===== src/rtl/segx_pkg.sv =====
package segx_pkg;
  localparam int LIN_W  = 32;
  localparam int LIM_W  = 20;
  localparam int SEL_W  = 16;
  localparam int DESC_W = 64;
  localparam int PAGE_BITS = 12;

  typedef struct packed {
    logic [LIN_W-1:0] base;
    logic [LIM_W-1:0] limit;
    logic             gran;
    logic             nul;
  } seg_ent_t;

  localparam logic [1:0] FC_NONE  = 2'b00;
  localparam logic [1:0] FC_LIMIT = 2'b01;
  localparam logic [1:0] FC_NULL  = 2'b10;

  function automatic seg_ent_t real_entry(input logic [SEL_W-1:0] seg);
    seg_ent_t e;
    e.base  = {{(LIN_W-SEL_W-4){1'b0}}, seg, 4'h0};
    e.limit = LIM_W'(20'h0FFFF);
    e.gran  = 1'b0;
    e.nul   = 1'b0;
    return e;
  endfunction

  function automatic seg_ent_t null_entry();
    seg_ent_t e;
    e = '0;
    e.nul = 1'b1;
    return e;
  endfunction

  function automatic seg_ent_t desc_entry(input logic [DESC_W-1:0] d);
    seg_ent_t e;
    e.base  = {d[63:56], d[39:16]};
    e.limit = {d[51:48], d[15:0]};
    e.gran  = d[55];
    e.nul   = 1'b0;
    return e;
  endfunction

  function automatic logic [LIN_W-1:0] eff_limit(input logic [LIM_W-1:0] lim,
                                                  input logic g);
    return g ? {lim, {PAGE_BITS{1'b1}}} : {{PAGE_BITS{1'b0}}, lim};
  endfunction

  function automatic logic sel_is_gnull(input logic [SEL_W-1:0] sel);
    return sel[SEL_W-1:2] == '0;
  endfunction

  function automatic logic [LIN_W-1:0] desc_addr(input logic [LIN_W-1:0] gbase,
                                                  input logic [LIN_W-1:0] lbase,
                                                  input logic [SEL_W-1:0] sel);
    logic [LIN_W-1:0] tb;
    tb = sel[2] ? lbase : gbase;
    return tb + {{(LIN_W-SEL_W){1'b0}}, sel[SEL_W-1:3], 3'b000};
  endfunction
endpackage


===== src/rtl/segx_fetch.sv =====
module segx_fetch
  import segx_pkg::*;
#(
  parameter int SEG_W = 3
) (
  input  logic              clk,
  input  logic              rst_n,
  input  logic              prot_mode,
  input  logic [LIN_W-1:0]  gtab_base,
  input  logic [LIN_W-1:0]  ltab_base,
  input  logic              ld_valid,
  input  logic [SEG_W-1:0]  ld_seg,
  input  logic [SEL_W-1:0]  ld_sel,
  output logic              ld_busy,
  output logic              ld_done,
  output logic              rd_req,
  output logic [LIN_W-1:0]  rd_addr,
  input  logic              rd_valid,
  input  logic [DESC_W-1:0] rd_data,
  output logic              wr_en,
  output logic [SEG_W-1:0]  wr_seg,
  output seg_ent_t          wr_ent
);
  typedef enum logic {S_IDLE, S_FETCH} fst_e;
  fst_e             state_q;
  logic [SEG_W-1:0] pend_seg_q;

  logic ld_accept, take_real, take_null, start_fetch, fetch_ret;

  assign ld_accept   = ld_valid && (state_q == S_IDLE);
  assign take_real   = ld_accept && !prot_mode;
  assign take_null   = ld_accept && prot_mode && sel_is_gnull(ld_sel);
  assign start_fetch = ld_accept && prot_mode && !sel_is_gnull(ld_sel);
  assign fetch_ret   = (state_q == S_FETCH) && rd_valid;

  always_comb begin
    wr_en  = take_real || take_null || fetch_ret;
    wr_seg = fetch_ret ? pend_seg_q : ld_seg;
    if (fetch_ret)      wr_ent = desc_entry(rd_data);
    else if (take_null) wr_ent = null_entry();
    else                wr_ent = real_entry(ld_sel);
  end

  always_ff @(posedge clk) begin
    if (!rst_n) begin
      state_q    <= S_IDLE;
      pend_seg_q <= '0;
      rd_addr    <= '0;
      ld_done    <= 1'b0;
    end else begin
      ld_done <= wr_en;
      if (start_fetch) begin
        state_q    <= S_FETCH;
        pend_seg_q <= ld_seg;
        rd_addr    <= desc_addr(gtab_base, ltab_base, ld_sel);
      end else if (fetch_ret) begin
        state_q <= S_IDLE;
      end
    end
  end

  assign rd_req  = (state_q == S_FETCH);
  assign ld_busy = (state_q == S_FETCH);

  p_real_no_read_r1: assert property (@(posedge clk) disable iff (!rst_n)
    take_real |=> !rd_req);
  p_addr_hold_r3: assert property (@(posedge clk) disable iff (!rst_n)
    (rd_req && !rd_valid) |=> (rd_req && $stable(rd_addr)));
  p_null_no_read_r7: assert property (@(posedge clk) disable iff (!rst_n)
    take_null |=> (!rd_req && ld_done));
  p_done_after_ret_r10: assert property (@(posedge clk) disable iff (!rst_n)
    fetch_ret |=> (ld_done && !ld_busy));
endmodule


===== src/rtl/segx_cache.sv =====
module segx_cache
  import segx_pkg::*;
#(
  parameter int NUM_SEG = 6,
  parameter int SEG_W   = 3
) (
  input  logic             clk,
  input  logic             rst_n,
  input  logic             wr_en,
  input  logic [SEG_W-1:0] wr_seg,
  input  seg_ent_t         wr_ent,
  input  logic [SEG_W-1:0] rd_seg,
  output seg_ent_t         rd_ent
);
  seg_ent_t ent_q [NUM_SEG];

  for (genvar g = 0; g < NUM_SEG; g++) begin : g_ent
    logic hit;
    assign hit = wr_en && (wr_seg == SEG_W'(g));
    always_ff @(posedge clk) begin
      if (!rst_n)   ent_q[g] <= real_entry('0);
      else if (hit) ent_q[g] <= wr_ent;
    end
  end

  always_comb begin
    rd_ent = real_entry('0);
    for (int i = 0; i < NUM_SEG; i++)
      if (rd_seg == SEG_W'(i)) rd_ent = ent_q[i];
  end
endmodule


===== src/rtl/segx_access.sv =====
module segx_access
  import segx_pkg::*;
(
  input  logic             clk,
  input  logic             rst_n,
  input  logic             ac_valid,
  input  seg_ent_t         ent,
  input  logic [LIN_W-1:0] ac_off,
  output logic             ac_done,
  output logic [LIN_W-1:0] ac_lin,
  output logic [1:0]       ac_code
);
  logic [LIN_W-1:0] lim_eff, lin_sum;
  logic             over_limit;
  logic [1:0]       code_nxt;

  assign lim_eff    = eff_limit(ent.limit, ent.gran);
  assign over_limit = ac_off > lim_eff;
  assign lin_sum    = ent.base + ac_off;
  assign code_nxt   = ent.nul ? FC_NULL : (over_limit ? FC_LIMIT : FC_NONE);

  always_ff @(posedge clk) begin
    if (!rst_n) begin
      ac_done <= 1'b0;
      ac_lin  <= '0;
      ac_code <= FC_NONE;
    end else begin
      ac_done <= ac_valid;
      if (ac_valid) begin
        ac_lin  <= lin_sum;
        ac_code <= code_nxt;
      end
    end
  end

  p_done_follows_r9: assert property (@(posedge clk) disable iff (!rst_n)
    ac_valid |=> ac_done);
  p_no_spurious_done_r9: assert property (@(posedge clk) disable iff (!rst_n)
    !ac_valid |=> !ac_done);
  p_code_legal_r11: assert property (@(posedge clk) disable iff (!rst_n)
    ac_done |-> (ac_code != 2'b11));
  p_null_wins_r7: assert property (@(posedge clk) disable iff (!rst_n)
    (ac_valid && ent.nul) |=> (ac_code == FC_NULL));
endmodule


===== src/rtl/seg_xlate_unit.sv =====
module seg_xlate_unit
  import segx_pkg::*;
#(
  parameter int NUM_SEG = 6,
  localparam int SEG_W  = (NUM_SEG > 1) ? $clog2(NUM_SEG) : 1
) (
  input  logic              clk,
  input  logic              rst_n,
  input  logic              prot_mode,
  input  logic [31:0]       gtab_base,
  input  logic [31:0]       ltab_base,
  input  logic              ld_valid,
  input  logic [SEG_W-1:0]  ld_seg,
  input  logic [15:0]       ld_sel,
  output logic              ld_busy,
  output logic              ld_done,
  output logic              rd_req,
  output logic [31:0]       rd_addr,
  input  logic              rd_valid,
  input  logic [63:0]       rd_data,
  input  logic              ac_valid,
  input  logic [SEG_W-1:0]  ac_seg,
  input  logic [31:0]       ac_off,
  output logic              ac_done,
  output logic [31:0]       ac_lin,
  output logic [1:0]        ac_code
);
  logic             wr_en;
  logic [SEG_W-1:0] wr_seg;
  seg_ent_t         wr_ent, rd_ent;

  segx_fetch #(.SEG_W(SEG_W)) u_fetch (
    .clk, .rst_n, .prot_mode, .gtab_base, .ltab_base,
    .ld_valid, .ld_seg, .ld_sel, .ld_busy, .ld_done,
    .rd_req, .rd_addr, .rd_valid, .rd_data,
    .wr_en, .wr_seg, .wr_ent
  );

  segx_cache #(.NUM_SEG(NUM_SEG), .SEG_W(SEG_W)) u_cache (
    .clk, .rst_n, .wr_en, .wr_seg, .wr_ent,
    .rd_seg(ac_seg), .rd_ent
  );

  segx_access u_access (
    .clk, .rst_n, .ac_valid, .ent(rd_ent), .ac_off,
    .ac_done, .ac_lin, .ac_code
  );

  p_read_only_busy_r8: assert property (@(posedge clk) disable iff (!rst_n)
    rd_req |-> ld_busy);
endmodule


===== config.mk =====
export PLATFORM = sky130hd
export DESIGN_NAME = seg_xlate_unit
export DESIGN_NICKNAME = d
export VERILOG_FILES = /design/src/rtl/segx_pkg.sv /design/src/rtl/segx_fetch.sv /design/src/rtl/segx_cache.sv /design/src/rtl/segx_access.sv /design/src/rtl/seg_xlate_unit.sv
export SDC_FILE = /design/constraint.sdc
export NUM_CORES = 1
export LEC_CHECK = 0
export CELL_PAD_IN_SITES_DETAIL_PLACEMENT = 0
export CELL_PAD_IN_SITES_GLOBAL_PLACEMENT = 1
export CORE_UTILIZATION = 35
export CTS_BUF_LIST = sky130_fd_sc_hd__clkbuf_2 sky130_fd_sc_hd__clkbuf_4 sky130_fd_sc_hd__clkbuf_8
export CTS_CLUSTER_SIZE = 14
export DETAILED_ROUTE_END_ITERATION = 6
export PLACE_DENSITY_LB_ADDON = 0.15
export SYNTH_ARGS = -nofsm -noshare
export SYNTH_HDL_FRONTEND = slang
export SYNTH_SLANG_ARGS = --single-unit

===== constraint.sdc =====
create_clock -name clk -period 16.1 [get_ports clk]
set_clock_uncertainty 0.15 [all_clocks]
set_input_delay 2.415 -clock clk [delete_from_list [all_inputs] [get_ports clk]]
set_output_delay 2.415 -clock clk [all_outputs]
set_load 0.02 [all_outputs]

==> results by stage <==
Setup path:
- The nature of the critical path endpoint is a flip-flop.
- The worst endpoint data arrival time is 7.89 ns.
- For this run, the slowest stage of the critical path takes 0.94 ns.
- For this design, the slowest cell found on the critical path is sky130_fd_sc_hd__a2111oi_0.
- The signal on the critical path passes through buf_6 -> buf_4 -> buf_4 -> mux2i_1 -> o21ai_0 -> ha_1 -> inv_1 -> fa_1 -> nand2b_1 -> a21oi_1 -> o21bai_1 -> a21oi_1 -> o21ai_1 -> a2111oi_0 -> a2111oi_0 -> a211o_1 -> o211ai_1.
- The category of the worst setup path launch point is an input pin.
- In this run the critical register-to-register path is captured at u_access.ac_lin[30].
- Setup slack on the worst reg-to-reg path comes out at 11.58 ns.
- The largest delay contributor family on the critical path is compound AO/OA/AOI/OAI gates.
- The worst reg2reg path startpoint is u_cache.ent_q[1][76].
- The number of cells on the worst reg-to-reg path is 15.
- At the worst endpoint, the required time is 16.47 ns.
- The largest fanout on the critical path is 39.
- The critical path is of the in2reg type.
- The number of buffer and inverter stages on the critical path is 4.

Global route:
- In the global route stage, met1 resource usage came out at 28.39%.
- The met3 usage in global routing is 5.628%.
- Global routing consumed, over all layers together, 21.79% of the routing resources.
- met2 is the most crowded layer.
- The fraction of met2 tracks used by global routing is 35.78%.
- The number of global-route vias before repair is 15770.
- Entering global routing, the biggest net connects 55 pins.
- The number of antenna violations at the first check in global routing is 6.
- The first global-routing pass estimated 96510 µm of wire.
- Summed over all layers, the global routing overflow is 0.

Yosys:
- When the netlist entered floorplanning its net count stood at 2100.
- The gate count after technology mapping is 1834.
- Summed over its instances, the top area cell type makes up 47.85% of the synthesized netlist area.
- The top cell type by total area after synthesis is sky130_fd_sc_hd__edfxtp_1.
- The number of storage elements in the synthesis netlist is 396.
- The cell area after synthesis is 0.02033 mm².
- The mean instance size in the synthesized netlist is 11.09 µm².
- In the synthesized netlist the async set-or-reset flop fraction comes to 0%.
- The prevailing post-synth register cell is sky130_fd_sc_hd__edfxtp_1.
- For this run, the register share of the synthesized area comes to 54.94%.
- The unique cell type count in the Yosys netlist is 71.
- The number of warnings reported in the yosys synthesis log is 0.
- Ranked by total cell area, the synthesized netlist is headed by sky130_fd_sc_hd__edfxtp_1 48%, sky130_fd_sc_hd__dfxtp_1 7.1%, sky130_fd_sc_hd__mux4_2 5.8%, sky130_fd_sc_hd__nor2_1 5.8%, sky130_fd_sc_hd__mux2i_1 4.8%.
- The number of flops mapped to enable cells by yosys is 324.

Power:
- The design draws 0.002544 W.
- The reported leakage power is 8.855 nW.
- In this run the power density over the cells is 101.7 mW/mm².
- Across the VDD grid, the largest voltage drop is 0.05238 mV.

CTS:
- The number of resized instances in the post-cts repair step is 0.
- The total of hold buffers inserted after clock tree synthesis is 0.
- After clock tree synthesis, the clock-pin slew on the worst setup and hold paths is 0.06 ns.
- The tree built by TritonCTS fans out to 396 sinks.
- The number of buffers inserted during clock tree synthesis is 73.
- The buffer cell driving the clock tree root is sky130_fd_sc_hd__clkbuf_8.
- After clock tree synthesis, the setup repair step added 0 buffers.
- The maximum count of clock buffers along a single path is 3.
- The H-tree depth is 3.
- Clock latency on the worst-skew pair, taken at its later pin, is 0.65 ns.
- The clock tree from TritonCTS is built.

Route:
- The wire length per cell is 22.32 µm.
- The residual antenna-violating net count after detailed routing is 0.
- The detailed-routing iteration count for the pre-antenna-repair pass is 7.
- Using the TritonRoute via totals, the vias-per-cell ratio works out to 5.250.
- For this block, the routed nets add up to 64420 µm of wire.
- After the first detailed-routing iteration, the DRC count stood at 1052.
- The number of design rule violations left after detail routing is 0.
- Across all layers, the routed design uses 15150 vias.

STA:
- The highest clock frequency the design can meet is 133.0 MHz.
- The relative slew slack is 25.37%.
- Adding up every negative setup slack in the final design gives 0 ns.
- The number of setup violations in the final report is 0.
- The hold violation count in the final report came to 0.
- The hold slack is 0.3034 ns.
- Setup repair after global routing left no endpoint under its margin.
- The measured slew at the worst slew-check pin is 1.105 ns.
- The max-slew violation count is 0.
- The share of the cycle needed by the critical path after routing is 46.71%.
- Once routing completed, OpenROAD measured the worst setup slack at 8.580 ns.
- Counting I/O delays and the setup requirement, the final critical path takes 7.520 ns.

Floorplanning:
- For this design the top-level I/O count stands at 258.
- The die covers 0.05906 mm².
- The initial core utilization is 35.72%.
- The die width is 243.0 µm.
- The number of placement rows is 87.
- The total area inside the core boundary comes to 0.05693 mm².
- Measured along the y axis, the die boundary spans 243.0 µm.

Worst hold path:
- The startpoint of the lowest-slack hold path is u_access.ac_lin[28].
- The worst hold path terminates at u_access.ac_lin[28].
- The worst hold path belongs to the class reg2reg.
- Counting instances, the worst hold path has a depth of 2.

Layout:
- In the final design database the tool counted 2337 nets.
- The share of the core filled with cells in the final layout is 43.95%.
- Cells with a size suffix above 1 make up 11.80% of the layout.
- Relative to the synthesized area, the layout overhead comes to 23.05%.

Placed design:
- The HPWL after detailed placement is 41390 µm.
- The worst slack at placement is 7.911 ns.
- The congestion estimate from routability-driven global placement came to 0.8365.
- The count of buffers added on input and output ports is 246.

Run:
- Across the run, the number of max-cap violations was 0.

Outcome:
- The run finished with clean final reports.
[per-layer routing]
metal / wire length (µm) / vias up
met3: 4195 / 101
met5: 52 / -
li1: - / 7171
met2: 30510 / 430
met4: 1347 / 8
met1: 28310 / 7441
[worst max-delay path by stage]
stage                     startpoint                  end  slack (ns)  cells after the start
after global routing       ac_seg[0]  u_access.ac_lin[30]        8.16                     17
after CTS                  ac_seg[0]  u_access.ac_lin[30]        8.60                     17
final                      ac_seg[0]  u_access.ac_lin[30]        8.58                     17
after floorplan            ld_sel[2]  u_cache.ent_q[1][0]        8.15                      6
after detailed placement   ac_seg[0]  u_access.ac_lin[30]        7.91                     17
after global placement     ac_seg[0]  u_access.ac_lin[30]        7.94                     17
[final cells by class]
type | count | area (µm²)
well taps | 756 | 945.9
multi-input cells | 1304 | 8710
clock inverters | 23 | 171.4
repair buffers | 269 | 2616
clock buffers | 109 | 1300
flip-flops and latches | 396 | 11170
inverters | 27 | 101.3
fillers | 5464 | 31910
diodes | 2 | 5.005
[flip-flops by register name (all words and copies together), names as in the netlist]
register,flops
u_fetch.ld_done,1
u_fetch.rd_addr,32
u_access.ac_code,2
u_access.ac_done,1
u_fetch.pend_seg_q,3
u_fetch.ld_busy,1
u_access.ac_lin,32
u_cache.ent_q,324
[cells by family (layout without fill, tap and decap cells)]
kind of cell / after synthesis / in the layout / synth area share, %
fa+ha+maj: 78 / 78 / 4.874
buf+inv: 134 / 428 / 2.554
other cells: 0 / 2 / 0
mux: 173 / 173 / 11.88
compound gates: 304 / 304 / 9.298
simple gates: 721 / 721 / 15.25
xor+xnor: 28 / 28 / 1.206
flops: 396 / 396 / 54.94
[cells in the mapped netlist (3+ instances only)]
cell type                   count
sky130_fd_sc_hd__nor2b_1       13
sky130_fd_sc_hd__nand2_1      241
sky130_fd_sc_hd__nand2b_1      11
sky130_fd_sc_hd__nor3_1        18
sky130_fd_sc_hd__a21oi_1       86
sky130_fd_sc_hd__mux2_2        22
sky130_fd_sc_hd__mux2i_1       98
sky130_fd_sc_hd__and3_1        11
sky130_fd_sc_hd__o21ai_0       88
sky130_fd_sc_hd__edfxtp_1     324
sky130_fd_sc_hd__o22ai_1        8
sky130_fd_sc_hd__o211ai_1      12
sky130_fd_sc_hd__a21boi_0       3
sky130_fd_sc_hd__or2_2          5
sky130_fd_sc_hd__o21bai_1       4
sky130_fd_sc_hd__xor2_1        11
sky130_fd_sc_hd__a41oi_1        3
sky130_fd_sc_hd__a31oi_1        7
sky130_fd_sc_hd__or3_1         16
sky130_fd_sc_hd__o2111ai_1      3
sky130_fd_sc_hd__o31a_1         3
sky130_fd_sc_hd__nor4_1         6
sky130_fd_sc_hd__nand3_1       40
sky130_fd_sc_hd__ha_1          76
sky130_fd_sc_hd__mux4_2        52
sky130_fd_sc_hd__inv_1         27
sky130_fd_sc_hd__xnor2_1       17
sky130_fd_sc_hd__o311ai_0       3
sky130_fd_sc_hd__buf_2          4
sky130_fd_sc_hd__nor2_1       312
sky130_fd_sc_hd__a211oi_1      11
sky130_fd_sc_hd__a211o_1        4
sky130_fd_sc_hd__o21ai_1        4
sky130_fd_sc_hd__clkbuf_1      78
sky130_fd_sc_hd__a32oi_1        3
sky130_fd_sc_hd__nand4_1       16
sky130_fd_sc_hd__buf_1         23
sky130_fd_sc_hd__dfxtp_1       72
sky130_fd_sc_hd__nand3b_1      13
sky130_fd_sc_hd__a21o_1        29
sky130_fd_sc_hd__and2_1         9
sky130_fd_sc_hd__o21a_1        14
[cell usage in the layout, fill, tap and decap left out, types with 4 or more instances in the layout]
cell type	n
sky130_fd_sc_hd__o21ai_1	4
sky130_fd_sc_hd__nor3_1	17
sky130_fd_sc_hd__o21a_1	14
sky130_fd_sc_hd__nand4_1	16
sky130_fd_sc_hd__clkbuf_8	77
sky130_fd_sc_hd__a211o_1	4
sky130_fd_sc_hd__and2_1	8
sky130_fd_sc_hd__mux2_2	22
sky130_fd_sc_hd__nand2b_1	11
sky130_fd_sc_hd__or2_2	5
sky130_fd_sc_hd__inv_1	26
sky130_fd_sc_hd__nand2_1	237
sky130_fd_sc_hd__nand3_1	40
sky130_fd_sc_hd__clkinv_1	12
sky130_fd_sc_hd__nor2_1	311
sky130_fd_sc_hd__buf_2	4
sky130_fd_sc_hd__xor2_1	11
sky130_fd_sc_hd__xnor2_1	17
sky130_fd_sc_hd__nor2b_1	11
sky130_fd_sc_hd__mux2i_1	98
sky130_fd_sc_hd__nor4_1	6
sky130_fd_sc_hd__a31oi_1	7
sky130_fd_sc_hd__buf_4	23
sky130_fd_sc_hd__o22ai_1	8
sky130_fd_sc_hd__mux4_2	52
sky130_fd_sc_hd__o211ai_1	12
sky130_fd_sc_hd__o21bai_1	4
sky130_fd_sc_hd__clkdlybuf4s50_1	241
sky130_fd_sc_hd__or3_1	16
sky130_fd_sc_hd__o21ai_0	86
sky130_fd_sc_hd__a21oi_1	86
sky130_fd_sc_hd__nand3b_1	13
sky130_fd_sc_hd__dfxtp_1	72
sky130_fd_sc_hd__edfxtp_1	324
sky130_fd_sc_hd__and3_1	11
sky130_fd_sc_hd__clkbuf_4	32
sky130_fd_sc_hd__ha_1	76
sky130_fd_sc_hd__nand2_4	4
sky130_fd_sc_hd__a211oi_1	11
sky130_fd_sc_hd__a21o_1	29
[power by group]
group          switching [W]  internal, W
registers          0.0000151      0.00115
clock network       0.000438     0.000550
logic               0.000226     0.000165
total               0.000679      0.00186
[stage by stage]
step,instance area [µm²],std cells
6_report,25020,2886
5_1_grt,25020,2886
4_1_cts,25020,2884
3_5_place_dp,23540,2752
3_3_place_gp,23540,2752
2_1_floorplan,20330,1834
[worst register-to-register path, stage by stage (launching register included)]
cell,delay [ns]
sky130_fd_sc_hd__edfxtp_1,0.36
sky130_fd_sc_hd__mux4_2,0.47
sky130_fd_sc_hd__nand2_1,0.08
sky130_fd_sc_hd__o21ai_0,0.25
sky130_fd_sc_hd__ha_1,0.37
sky130_fd_sc_hd__inv_1,0.09
sky130_fd_sc_hd__fa_1,0.19
sky130_fd_sc_hd__nand2b_1,0.13
sky130_fd_sc_hd__a21oi_1,0.09
sky130_fd_sc_hd__o21bai_1,0.37
sky130_fd_sc_hd__a21oi_1,0.12
sky130_fd_sc_hd__o21ai_1,0.29
sky130_fd_sc_hd__a2111oi_0,0.17
sky130_fd_sc_hd__a2111oi_0,0.94
sky130_fd_sc_hd__a211o_1,0.26
sky130_fd_sc_hd__o211ai_1,0.08
(Power assumes the default switching activity.)
